--- config.mk ---
export PLATFORM = sky130hd
export DESIGN_NAME = fdc_param_seq
export DESIGN_NICKNAME = d
export VERILOG_FILES = /design/src/rtl/fdc_seq_pkg.sv /design/src/rtl/pb_fetch.sv /design/src/rtl/pb_validate.sv /design/src/rtl/drv_pos_file.sv /design/src/rtl/fdc_param_seq.sv
export SDC_FILE = /design/constraint.sdc
export NUM_CORES = 1
export LEC_CHECK = 0
export BUFFER_PORTS_ARGS = -buffer_cell sky130_fd_sc_hd__buf_2
export CAP_MARGIN = 40
export CORE_MARGIN = 4
export CORE_UTILIZATION = 30
export CTS_BUF_LIST = sky130_fd_sc_hd__clkbuf_16
export CTS_CLUSTER_DIAMETER = 30
export CTS_CLUSTER_SIZE = 16
export DETAILED_ROUTE_END_ITERATION = 16
export SLEW_MARGIN = 20
export SYNTH_ARGS = -nofsm -noshare
export SYNTH_HDL_FRONTEND = slang
export SYNTH_SLANG_ARGS = --single-unit
--- constraint.sdc ---
create_clock -name clk -period 4.6 [get_ports clk]
set_input_delay 0 -clock clk [delete_from_list [all_inputs] [get_ports clk]]
set_output_delay 0 -clock clk [all_outputs]
set_load 0.01 [all_outputs]
--- src/rtl/fdc_seq_pkg.sv ---
// Shared types for the disk command block sequencer.
// Assumes byte-wide memory and a seven-byte command block.
package fdc_seq_pkg;
    localparam int PB_BYTES = 7;

    typedef enum logic [2:0] {
        OP_NOP    = 3'd0,
        OP_SEEK   = 3'd1,
        OP_FORMAT = 3'd2,
        OP_RECAL  = 3'd3,
        OP_READ   = 3'd4,
        OP_VERIFY = 3'd5,
        OP_WRITE  = 3'd6,
        OP_WRDEL  = 3'd7
    } op_e;

    typedef struct packed {
        logic [7:0]  chan;
        logic [7:0]  instr;
        logic [7:0]  count;
        logic [7:0]  track;
        logic [7:0]  sector;
        logic [15:0] buffer;
    } pblock_t;

    localparam logic [7:0] RES_OK        = 8'h00;
    localparam logic [7:0] RES_ADDR_ERR  = 8'h08;
    localparam logic [7:0] RES_WPROT     = 8'h20;
    localparam logic [7:0] RES_NOT_READY = 8'h80;
endpackage

--- src/rtl/pb_fetch.sv ---
// Command block fetcher: reads PB_BYTES bytes, one request at a time,
// from base, base+1, ... and holds them until the next launch.
// Assumes the ack is a one-cycle pulse with the data valid in that cycle.
module pb_fetch
    import fdc_seq_pkg::*;
#(
    parameter int ADDR_W = 16
) (
    input  logic              clk,
    input  logic              rst_n,
    input  logic              launch,
    input  logic [ADDR_W-1:0] base,
    output logic              req,
    output logic [ADDR_W-1:0] addr,
    input  logic              ack,
    input  logic [7:0]        rdata,
    output logic              done,
    output pblock_t           blk
);
    localparam int IDX_W = $clog2(PB_BYTES);
    localparam logic [IDX_W-1:0] LAST_IDX = IDX_W'(PB_BYTES - 1);

    logic              active;
    logic [IDX_W-1:0]  idx;
    logic [ADDR_W-1:0] base_q;
    logic [7:0]        bytes_q [PB_BYTES];

    // Walk the byte index from 0 to the last byte, one step per acknowledge
    always_ff @(posedge clk) begin
        if (!rst_n) begin
            active <= 1'b0;
            idx    <= '0;
            base_q <= '0;
        end else if (launch) begin
            active <= 1'b1;
            idx    <= '0;
            base_q <= base;
        end else if (active && ack) begin
            if (idx == LAST_IDX) begin
                active <= 1'b0;
            end else begin
                idx <= idx + 1'b1;
            end
        end
    end

    // One capture register per block byte
    for (genvar g = 0; g < PB_BYTES; g++) begin : g_byte
        always_ff @(posedge clk) begin
            if (!rst_n) begin
                bytes_q[g] <= 8'h00;
            end else if (active && ack && (idx == IDX_W'(g))) begin
                bytes_q[g] <= rdata;
            end
        end
    end

    // Request/address outputs and the completion strobe
    always_comb begin
        req  = active;
        addr = base_q + ADDR_W'(idx);
        done = active && ack && (idx == LAST_IDX);
    end

    // Assemble the decoded block from the captured bytes
    always_comb begin
        blk.chan   = bytes_q[0];
        blk.instr  = bytes_q[1];
        blk.count  = bytes_q[2];
        blk.track  = bytes_q[3];
        blk.sector = bytes_q[4];
        blk.buffer = {bytes_q[6], bytes_q[5]};
    end
endmodule

--- src/rtl/pb_validate.sv ---
// Command validator: judges a decoded command against drive state.
// Order is fixed: ready, then address bounds (skipped for recalibrate),
// then write protect for format/write. Purely combinational.
module pb_validate
    import fdc_seq_pkg::*;
#(
    parameter int N_DRV       = 4,
    parameter int SEL_W       = 2,
    parameter int LAST_SEC_DD = 52,
    parameter int LAST_SEC_SD = 26,
    parameter int LAST_TRACK  = 76
) (
    input  op_e              op,
    input  logic [SEL_W-1:0] drv,
    input  logic [7:0]       count,
    input  logic [7:0]       track,
    input  logic [7:0]       sector,
    input  logic [N_DRV-1:0] drv_ready,
    input  logic [N_DRV-1:0] drv_wprot,
    input  logic [N_DRV-1:0] drv_double,
    output logic             err,
    output logic [7:0]       code
);
    localparam logic [8:0] LIM_DD = 9'(LAST_SEC_DD);
    localparam logic [8:0] LIM_SD = 9'(LAST_SEC_SD);
    localparam logic [7:0] LIM_TR = 8'(LAST_TRACK);

    logic [8:0] last_sec;
    logic [8:0] span_end;
    logic       not_ready;
    logic       bad_addr;
    logic       wprot_hit;

    // Individual check conditions
    always_comb begin
        last_sec  = drv_double[drv] ? LIM_DD : LIM_SD;
        span_end  = {1'b0, sector} + {1'b0, count};
        not_ready = !drv_ready[drv];
        bad_addr  = (op != OP_RECAL) &&
                    ((sector == 8'h00) || ({1'b0, sector} > last_sec) ||
                     (span_end > (last_sec + 9'd1)) || (track > LIM_TR));
        wprot_hit = ((op == OP_FORMAT) || (op == OP_WRITE)) && drv_wprot[drv];
    end

    // Priority encode the first failing check
    always_comb begin
        err  = 1'b1;
        code = RES_OK;
        if (not_ready) begin
            code = RES_NOT_READY;
        end else if (bad_addr) begin
            code = RES_ADDR_ERR;
        end else if (wprot_hit) begin
            code = RES_WPROT;
        end else begin
            err = 1'b0;
        end
    end
endmodule

--- src/rtl/drv_pos_file.sv ---
// Per-drive head position record: one track and one sector register per
// drive, written by seek/recalibrate, read combinationally by drive index.
module drv_pos_file #(
    parameter int N_DRV = 4,
    parameter int SEL_W = 2
) (
    input  logic             clk,
    input  logic             rst_n,
    input  logic             wr_en,
    input  logic [SEL_W-1:0] wr_sel,
    input  logic [7:0]       wr_track,
    input  logic [7:0]       wr_sector,
    input  logic [SEL_W-1:0] rd_sel,
    output logic [7:0]       rd_track,
    output logic [7:0]       rd_sector
);
    logic [7:0] trk_q [N_DRV];
    logic [7:0] sec_q [N_DRV];

    for (genvar d = 0; d < N_DRV; d++) begin : g_drv
        // Update this drive's record when it is the write target
        always_ff @(posedge clk) begin
            if (!rst_n) begin
                trk_q[d] <= 8'h00;
                sec_q[d] <= 8'h00;
            end else if (wr_en && (wr_sel == SEL_W'(d))) begin
                trk_q[d] <= wr_track;
                sec_q[d] <= wr_sector;
            end
        end
    end

    // Read port
    always_comb begin
        rd_track  = trk_q[rd_sel];
        rd_sector = sec_q[rd_sel];
    end
endmodule

--- src/rtl/fdc_param_seq.sv ---
// Disk command block sequencer top. Accepts a start strobe while idle,
// fetches the command block, validates it, completes position commands
// locally, hands data commands to a transfer engine, and posts a result
// byte with an interrupt request. Assumes N_DRV is a power of two.
module fdc_param_seq
    import fdc_seq_pkg::*;
#(
    parameter int ADDR_W      = 16,
    parameter int N_DRV       = 4,
    parameter int LAST_SEC_DD = 52,
    parameter int LAST_SEC_SD = 26,
    parameter int LAST_TRACK  = 76,
    localparam int SEL_W      = (N_DRV > 1) ? $clog2(N_DRV) : 1
) (
    input  logic              clk,
    input  logic              rst_n,
    input  logic              start,
    input  logic [ADDR_W-1:0] pb_ptr,
    output logic              mem_req,
    output logic [ADDR_W-1:0] mem_addr,
    input  logic              mem_ack,
    input  logic [7:0]        mem_rdata,
    input  logic [N_DRV-1:0]  drv_ready,
    input  logic [N_DRV-1:0]  drv_wprot,
    input  logic [N_DRV-1:0]  drv_double,
    output logic              xfer_start,
    output logic [7:0]        xfer_chan,
    output logic [7:0]        xfer_instr,
    output logic [7:0]        xfer_count,
    output logic [7:0]        xfer_track,
    output logic [7:0]        xfer_sector,
    output logic [15:0]       xfer_buf,
    input  logic              xfer_done,
    input  logic [SEL_W-1:0]  pos_sel,
    output logic [7:0]        pos_track,
    output logic [7:0]        pos_sector,
    output logic              busy,
    output logic              result_valid,
    output logic [7:0]        result_byte,
    output logic              irq
);
    typedef enum logic [1:0] {S_IDLE, S_FETCH, S_CHECK, S_XFER} state_e;

    state_e           state;
    pblock_t          blk;
    logic             launch;
    logic             fetch_done;
    op_e              op;
    logic [SEL_W-1:0] drv;
    logic             chk_err;
    logic [7:0]       chk_code;
    logic             pos_wr;
    logic [7:0]       pos_wr_track;

    // Decode the fields the control path needs
    always_comb begin
        launch = (state == S_IDLE) && start;
        op     = op_e'(blk.instr[2:0]);
        drv    = blk.instr[4 +: SEL_W];
        busy   = (state != S_IDLE);
    end

    pb_fetch #(.ADDR_W(ADDR_W)) u_fetch (
        .clk   (clk),
        .rst_n (rst_n),
        .launch(launch),
        .base  (pb_ptr),
        .req   (mem_req),
        .addr  (mem_addr),
        .ack   (mem_ack),
        .rdata (mem_rdata),
        .done  (fetch_done),
        .blk   (blk)
    );

    pb_validate #(
        .N_DRV      (N_DRV),
        .SEL_W      (SEL_W),
        .LAST_SEC_DD(LAST_SEC_DD),
        .LAST_SEC_SD(LAST_SEC_SD),
        .LAST_TRACK (LAST_TRACK)
    ) u_validate (
        .op        (op),
        .drv       (drv),
        .count     (blk.count),
        .track     (blk.track),
        .sector    (blk.sector),
        .drv_ready (drv_ready),
        .drv_wprot (drv_wprot),
        .drv_double(drv_double),
        .err       (chk_err),
        .code      (chk_code)
    );

    // Position update for a clean seek or recalibrate
    always_comb begin
        pos_wr       = (state == S_CHECK) && !chk_err &&
                       ((op == OP_SEEK) || (op == OP_RECAL));
        pos_wr_track = (op == OP_RECAL) ? 8'h00 : blk.track;
    end

    drv_pos_file #(.N_DRV(N_DRV), .SEL_W(SEL_W)) u_pos (
        .clk      (clk),
        .rst_n    (rst_n),
        .wr_en    (pos_wr),
        .wr_sel   (drv),
        .wr_track (pos_wr_track),
        .wr_sector(blk.sector),
        .rd_sel   (pos_sel),
        .rd_track (pos_track),
        .rd_sector(pos_sector)
    );

    // Command sequencing, result posting and interrupt request
    always_ff @(posedge clk) begin
        if (!rst_n) begin
            state        <= S_IDLE;
            result_valid <= 1'b0;
            result_byte  <= RES_OK;
            irq          <= 1'b0;
            xfer_start   <= 1'b0;
        end else begin
            result_valid <= 1'b0;
            xfer_start   <= 1'b0;
            unique case (state)
                S_IDLE: begin
                    if (start) begin
                        state <= S_FETCH;
                        irq   <= 1'b0;
                    end
                end
                S_FETCH: begin
                    if (fetch_done) begin
                        state <= S_CHECK;
                    end
                end
                S_CHECK: begin
                    if (chk_err) begin
                        result_byte  <= chk_code;
                        result_valid <= 1'b1;
                        irq          <= 1'b1;
                        state        <= S_IDLE;
                    end else if ((op == OP_READ) || (op == OP_WRITE) ||
                                 (op == OP_FORMAT)) begin
                        xfer_start <= 1'b1;
                        state      <= S_XFER;
                    end else begin
                        result_byte  <= RES_OK;
                        result_valid <= 1'b1;
                        irq          <= 1'b1;
                        state        <= S_IDLE;
                    end
                end
                S_XFER: begin
                    if (xfer_done) begin
                        result_byte  <= RES_OK;
                        result_valid <= 1'b1;
                        irq          <= 1'b1;
                        state        <= S_IDLE;
                    end
                end
                default: state <= S_IDLE;
            endcase
        end
    end

    // Hand-off fields straight from the captured block
    always_comb begin
        xfer_chan   = blk.chan;
        xfer_instr  = blk.instr;
        xfer_count  = blk.count;
        xfer_track  = blk.track;
        xfer_sector = blk.sector;
        xfer_buf    = blk.buffer;
    end
endmodule

==> metrics, run 1 <==
Rows=56; via count=4918; worst hold path class=primary input to flip-flop; Flop pwr share=0.496; Hold Crit Depth=3; drt initial violations=252; Area contributors post-synth=edfxtp_1 (50%), dfxtp_1 (7.8%), mux4_2 (5.9%), and2_1 (5.3%), ha_1 (4.2%); maximum VDD drop=0.235 mV; Reg clk slew, reported paths=0.06 ns; fraction of registers with async set/reset=0; critical path type=flip-flop to flip-flop; post-synth cell types=54; Max clock buf depth=2; Overflow after GRT=0; share of cells above drive strength 1=0.321; sequential area share after synthesis=0.576; routed length per instance=18.0 µm; most frequent CP cell=ha_1; Synth Instances=549; vias per cell=4.71; CTS tree=done; Achievable Freq=0.283 GHz; MaxCap Viol Count=0; I/O pin cnt=144; Setup WS pre-CTS=1.07 ns; Skew-Pair Late Insertion Delay=0.42 ns; critical path data required time=4.74 ns; Final ANT Viol Nets=0; period utilization=0.769; Crit Reg-Reg Startpoint=u_fetch.bytes_q[1][1]; initial antenna violation count=0; worst stage delay on the critical path=0.52 ns; CP Depth=12; Comb power frac=0.097; most frequent cell after synthesis=edfxtp_1; Initial DRT Pass Iterations=4; Final #Nets=782; Port Buffers=138; PwrDens=344 nW/µm²; initial cell density of the core=0.306; RSZ-0062 raised after global routing=no; core area=23600 µm²; Syn-to-layout area delta=24.1%; final setup vio count=0; YS warnings=0; Clock Tree Root=clkbuf_16; die width=163 µm; run status=complete, no violations; Core Util, Final=0.380; setup TNS=0 ns; Syn Area/Cell=13.2 µm²; DRC Markers=0; clock share of power=0.407; cell-by-cell trace of the critical path=ha_1 > a211oi_1 > o21ai_0 > xor2_1 > ha_1 > nor2_1 > a31oi_1 > nand3_1 > o211a_4 > o2111ai_4 > buf_4 > nor3_1; placed cell area=8230 µm²; number of synthesized flops with an enable pin=120; flip-flop and latch area=4160 µm²; Max FO, Critical Path=22; Synth top cells by count=edfxtp_1 (120), and2_1 (61), nor3_1 (38); GRT Overall Usage=0.144; synthesized area=7230 µm²; slowest CP cell=edfxtp_1; post-synth top area share=0.498; Worst R2R Path Depth=12; Crit. Startpoint=u_fetch.bytes_q[1][1]; largest area contributor in the netlist=edfxtp_1; Crit path buffers/inverters=1; Post-CTS Setup Bufs=0; Fin. Hold Viols=0; Switch Pwr=0.000772 W; critical path launch point type=flip-flop; skew final=0.0118 ns; clock sinks=148; top_reg_cell synth=edfxtp_1; Min Clock Period, post-route=3.54 ns; H-tree depth=4; Crit. End Element=flip-flop; synthesis-stage register bit count=148; vias in the first global route=5092; Switching Share=0.251; # fillers=2294; RePlAce Congestion=0.822; worst setup margin=1.06 ns; Least-Margin Pin Slew=0.767 ns; Worst Hold Launch=start; final WL=18800 µm; cts repair resizes=0; cell internal pwr=0.00231 W; DIE HEIGHT=163 µm; CP Data Arrival Time=3.68 ns; number of diodes=0; Slew headroom=0.487; post-placement cell count=993; Static Leak=3.52 nW; Finished Cell Area=8970 µm²; Max Slew Vio Count=0; first-pass GRT wire length=29100 µm; Top delay family on crit path=compound AO/OA/AOI/OAI gates; Layout Cells excl Fill=1045; dpl hpwl=13700 µm; TritonCTS Buffers=17; die area=26700 µm²; pin count of the biggest net entering global routing=28; area of the multi-input gates=2810 µm²
==> worst paths after layout <==
check / endpoint / slack, ns
setup / recovery: u_pos.sec_q[2][4] / 1.06
hold / removal: u_fetch.idx[1] / 0.01
setup reg to reg: u_pos.sec_q[2][4] / 1.06
hold reg to reg: irq / 0.46
==> power groups by stage <==
stage / logic [W] / registers (W) / clock network [W]
2_1_floorplan: 0.000169 / 0.00156 / 0
3_3_place_gp: 0.000290 / 0.00156 / 0
3_5_place_dp: 0.000290 / 0.00156 / 0
4_1_cts: 0.000303 / 0.00153 / 0.00129
5_1_grt: 0.000332 / 0.00153 / 0.00134
6_report: 0.000299 / 0.00153 / 0.00125
==> tightest hold or removal path, stage by stage <==
cell	delay [ns]
buf_2	0.10
a21oi_1	0.12
nor2b_1	0.16
==> per-stage QoR <==
step	total power (W)	hold slack [ns]
after global routing	0.00321	0.00518
after detailed placement	0.00185	0.213
after floorplan	0.00172	0.126
final	0.00308	0.0128
after CTS	0.00312	0.00177
after global placement	0.00185	0.210
==> timing repair <==
item | in CTS | in global routing
hold buffers | 19 | 0
endpoints found under the hold margin | 30 | 0
setup endpoints to repair | 0 | 0
==> final cells by class <==
class                           count  area share
Tap cell                          319      0.0445
Multi-Input combinational cell    351       0.314
Clock buffer                       17      0.0474
Inverter                           30      0.0126
Clock inverter                     15      0.0123
Timing Repair Buffer              165       0.105
Sequential cell                   148       0.464
==> state kept, by name, indices dropped and copies added (netlist names) <==
| name | cells |
|---|---|
| u_pos.sec_q | 32 |
| state | 2 |
| result_byte | 3 |
| u_pos.trk_q | 32 |
| u_fetch.base_q | 16 |
| result_valid | 1 |
| u_fetch.req | 1 |
| u_fetch.bytes_q | 56 |
| irq | 1 |
| xfer_start | 1 |
| u_fetch.idx | 3 |
==> metal layers <==
layer | global-route usage | up-vias | share of wire
li1 | - | 2368 | -
met5 | 0 | - | 0
met2 | 0.242 | 140 | 0.50
met4 | 0.0343 | 0 | 0.0046
met1 | 0.189 | 2402 | 0.44
met3 | 0.0356 | 8 | 0.063
==> cells in the final DEF (no fill, tap or decap), drive strengths merged, types with 13 or more instances in the layout <==
master and instances:
nor2 15, clkbuf 17, dlygate4sd3 19, mux4 19
a22o 16, nand3 14, xnor2 13, inv 33
edfxtp 120, buf 146, nand2 27, ha 24
dfxtp 28, and2 61, nor3 65
==> kinds of logic after synthesis <==
group           Yosys count  synth area share
mux                      21            0.0619
compound gates           74            0.0808
flops                   148             0.576
buf+inv                  58            0.0391
simple gates            203             0.173
other cells               1          0.000519
fa+ha+maj                26            0.0471
xor+xnor                 18            0.0218
No activity file was read; power rests on OpenSTA's default activity.
==> inputs of run 2 (changes only) <==
--- a/config.mk
+++ b/config.mk
@@ -5,6 +5,7 @@
 export SDC_FILE = /design/constraint.sdc
 export NUM_CORES = 1
 export LEC_CHECK = 0
+export ABC_AREA = 1
 export BUFFER_PORTS_ARGS = -buffer_cell sky130_fd_sc_hd__buf_2
 export CAP_MARGIN = 40
 export CORE_MARGIN = 4
==> constraint.sdc (replaced) <==
create_clock -name clk -period 3.6 [get_ports clk]
set_input_delay 0 -clock clk [delete_from_list [all_inputs] [get_ports clk]]
set_output_delay 0 -clock clk [all_outputs]
set_load 0.01 [all_outputs]
==> run 2 against run 1 <==
Power up 39%. Sequential share of layout area fell by 1.7 points. Final cell count is 19% higher. Via count grew 18%. Critical path depth up 7. Highest routed layer unchanged.
==> metrics, run 2 <==
Rows=57; Initial DRT Pass Iterations=4; maximum VDD drop=0.310 mV; number of synthesized flops with an enable pin=120; Clock Tree Root=clkbuf_16; largest area contributor in the netlist=edfxtp_1; DIE HEIGHT=165 µm; final hold slack=0.0374 ns; Largest Register=u_fetch.bytes_q; final WL=19800 µm; Crit Reg-Reg Startpoint=u_fetch.bytes_q[0][13]; sequential area share after synthesis=0.565; routed length per instance=15.9 µm; number of diodes=0; CP Data Arrival Time=3.36 ns; Syn-to-layout area delta=26.3%; Top Layer Used=met4; skew final=0.00761 ns; critical path data required time=3.70 ns; Setup WS pre-CTS=0.317 ns; Synth top cells by count=edfxtp_1 (120), nor2_1 (113), nand2_1 (96); Top Registers=u_fetch.bytes_q (56), u_pos.sec_q (32), u_pos.trk_q (32); drt initial violations=449; via count=5782; # fillers=2445; Fin. Hold Viols=0; setup TNS=0 ns; Min Clock Period, post-route=3.26 ns; Core Util, Final=0.384; clock sinks=148; period utilization=0.907; post-synth top area share=0.489; Crit. End Element=flip-flop; Skew-Pair Late Insertion Delay=0.42 ns; post-placement cell count=1194; Achievable Freq=0.306 GHz; Worst Hold Launch=mem_rdata[5]; met3 wire len=1290 µm; most common cell after layout, fill and taps aside=buf_2; dpl hpwl=14500 µm; core area=24200 µm²; YS warnings=0; I/O pin cnt=144; critical path launch point type=flip-flop; Post-CTS Setup Bufs=0; cts repair resizes=0; Crit. Startpoint=u_fetch.bytes_q[0][13]; worst stage delay on the critical path=0.44 ns; Reg clk slew, reported paths=0.06 ns; CTS tree=done; Slew headroom=0.624; max reg flops=56; synthesized area=7370 µm²; final setup vio count=0; first-pass GRT wire length=30600 µm; Port Buffers=138; most frequent CP cell=nand2_1; worst hold path class=primary input to flip-flop; initial antenna violation count=0; Final ANT Viol Nets=0; cell-by-cell trace of the critical path=nand2_1 > inv_1 > a22o_1 > a221oi_2 > buf_4 > inv_1 > ha_1 > nand4_1 > nand3_1 > nand3_1 > nand2_1 > nand2_1 > nand3_2 > nand2_4 > nand2_4 > nor2_8 > nand3_4 > nand2_1 > buf_4; Static Leak=3.98 nW; pin count of the biggest net entering global routing=64; MaxCap Viol Count=0; die width=165 µm; TritonCTS Buffers=17; synthesis-stage register bit count=148; Syn Area/Cell=10.0 µm²; Max FO, Critical Path=16; most frequent cell after synthesis=edfxtp_1; post-synth cell types=41; Final #Nets=979; vias per cell=4.64; share of cells above drive strength 1=0.259; die area=27100 µm²; Least-Margin Pin Slew=0.558 ns; worst setup margin=0.336 ns; run status=complete, no violations; Synth Instances=734; Layout Cells excl Fill=1246; DRC Markers=0; WL met2=9550 µm; H-tree depth=4; fraction of registers with async set/reset=0; most frequent cells in the layout=buf_2 (140), edfxtp_1 (120), nor2_1 (113); PwrDens=462 nW/µm²; RSZ-0062 raised after global routing=no; vias in the first global route=5600; Max Slew Vio Count=0; M1 WL=8580 µm; initial cell density of the core=0.304; top_reg_cell synth=edfxtp_1; slowest CP cell=edfxtp_1; RePlAce Congestion=0.848; Overflow after GRT=0; critical path type=flip-flop to flip-flop; GRT Overall Usage=0.149; Max clock buf depth=2; Area contributors post-synth=edfxtp_1 (49%), dfxtp_1 (7.6%), nor2_1 (5.8%), nor3_2 (4.9%), nand2_1 (4.9%)
==> run 2: routing by layer <==
| layer | vias to the layer above | GRT usage |
|---|---|---|
| met5 | - | 0 |
| li1 | 2864 | - |
| met4 | 0 | 0.0495 |
| met1 | 2736 | 0.191 |
| met3 | 24 | 0.0409 |
| met2 | 158 | 0.246 |
==> run 2: metrics by stage <==
stage / instance area (µm²) / power (W)
floorplan: 7400 / 0.00235
global placement: 8460 / 0.00257
detailed placement: 8500 / 0.00258
CTS: 9270 / 0.00433
global route: 9300 / 0.00449
finish: 9300 / 0.00430
==> run 2: final timing paths <==
path,end,slack (ns),cells past startpoint
max,u_pos.sec_q[2][0],0.34,19
min,u_fetch.bytes_q[1][13],0.04,3
max reg2reg,u_pos.sec_q[2][0],0.34,19
min reg2reg,irq,0.46,2
==> run 2: critical path, delay by kind of cell (launching register included) <==
kind                     cells  cell delay [ns]
adder cells (fa/ha/maj)      1             0.31
AND/OR/NAND/NOR             12             1.09
flip-flops                   1             0.44
buffers and inverters        4             0.64
AO/OA/AOI/OAI                2             0.45
==> run 2: power by group <==
group	internal [W]	switching, W
Combinational	0.000203	0.000366
Clock	0.00107	0.000670
Sequential	0.00194	0.0000540
==> run 2: area by class of cell <==
type                       count  area (µm²)  share of cell area
clock buffer                  17         425              0.0457
clock inverter                14         146              0.0157
inverter                      81         304              0.0327
multi-input combinational    483        2770               0.298
sequential                   148        4160               0.448
tap                          324         405              0.0436
timing repair buffer         179        1080               0.116
==> run 2: what timing repair did <==
item,in CTS,in global routing
hold buffers,20,0
endpoints found under the setup margin,0,0
endpoints found under the hold margin,27,0
==> run 2: logic make-up after synthesis <==
logic type,after synthesis,share of synthesized area
compound gates,92,0.0698
xor+xnor,17,0.0202
fa+ha+maj,26,0.0462
buf+inv,111,0.0632
flops,148,0.565
other cells,1,0.000509
simple gates,339,0.235
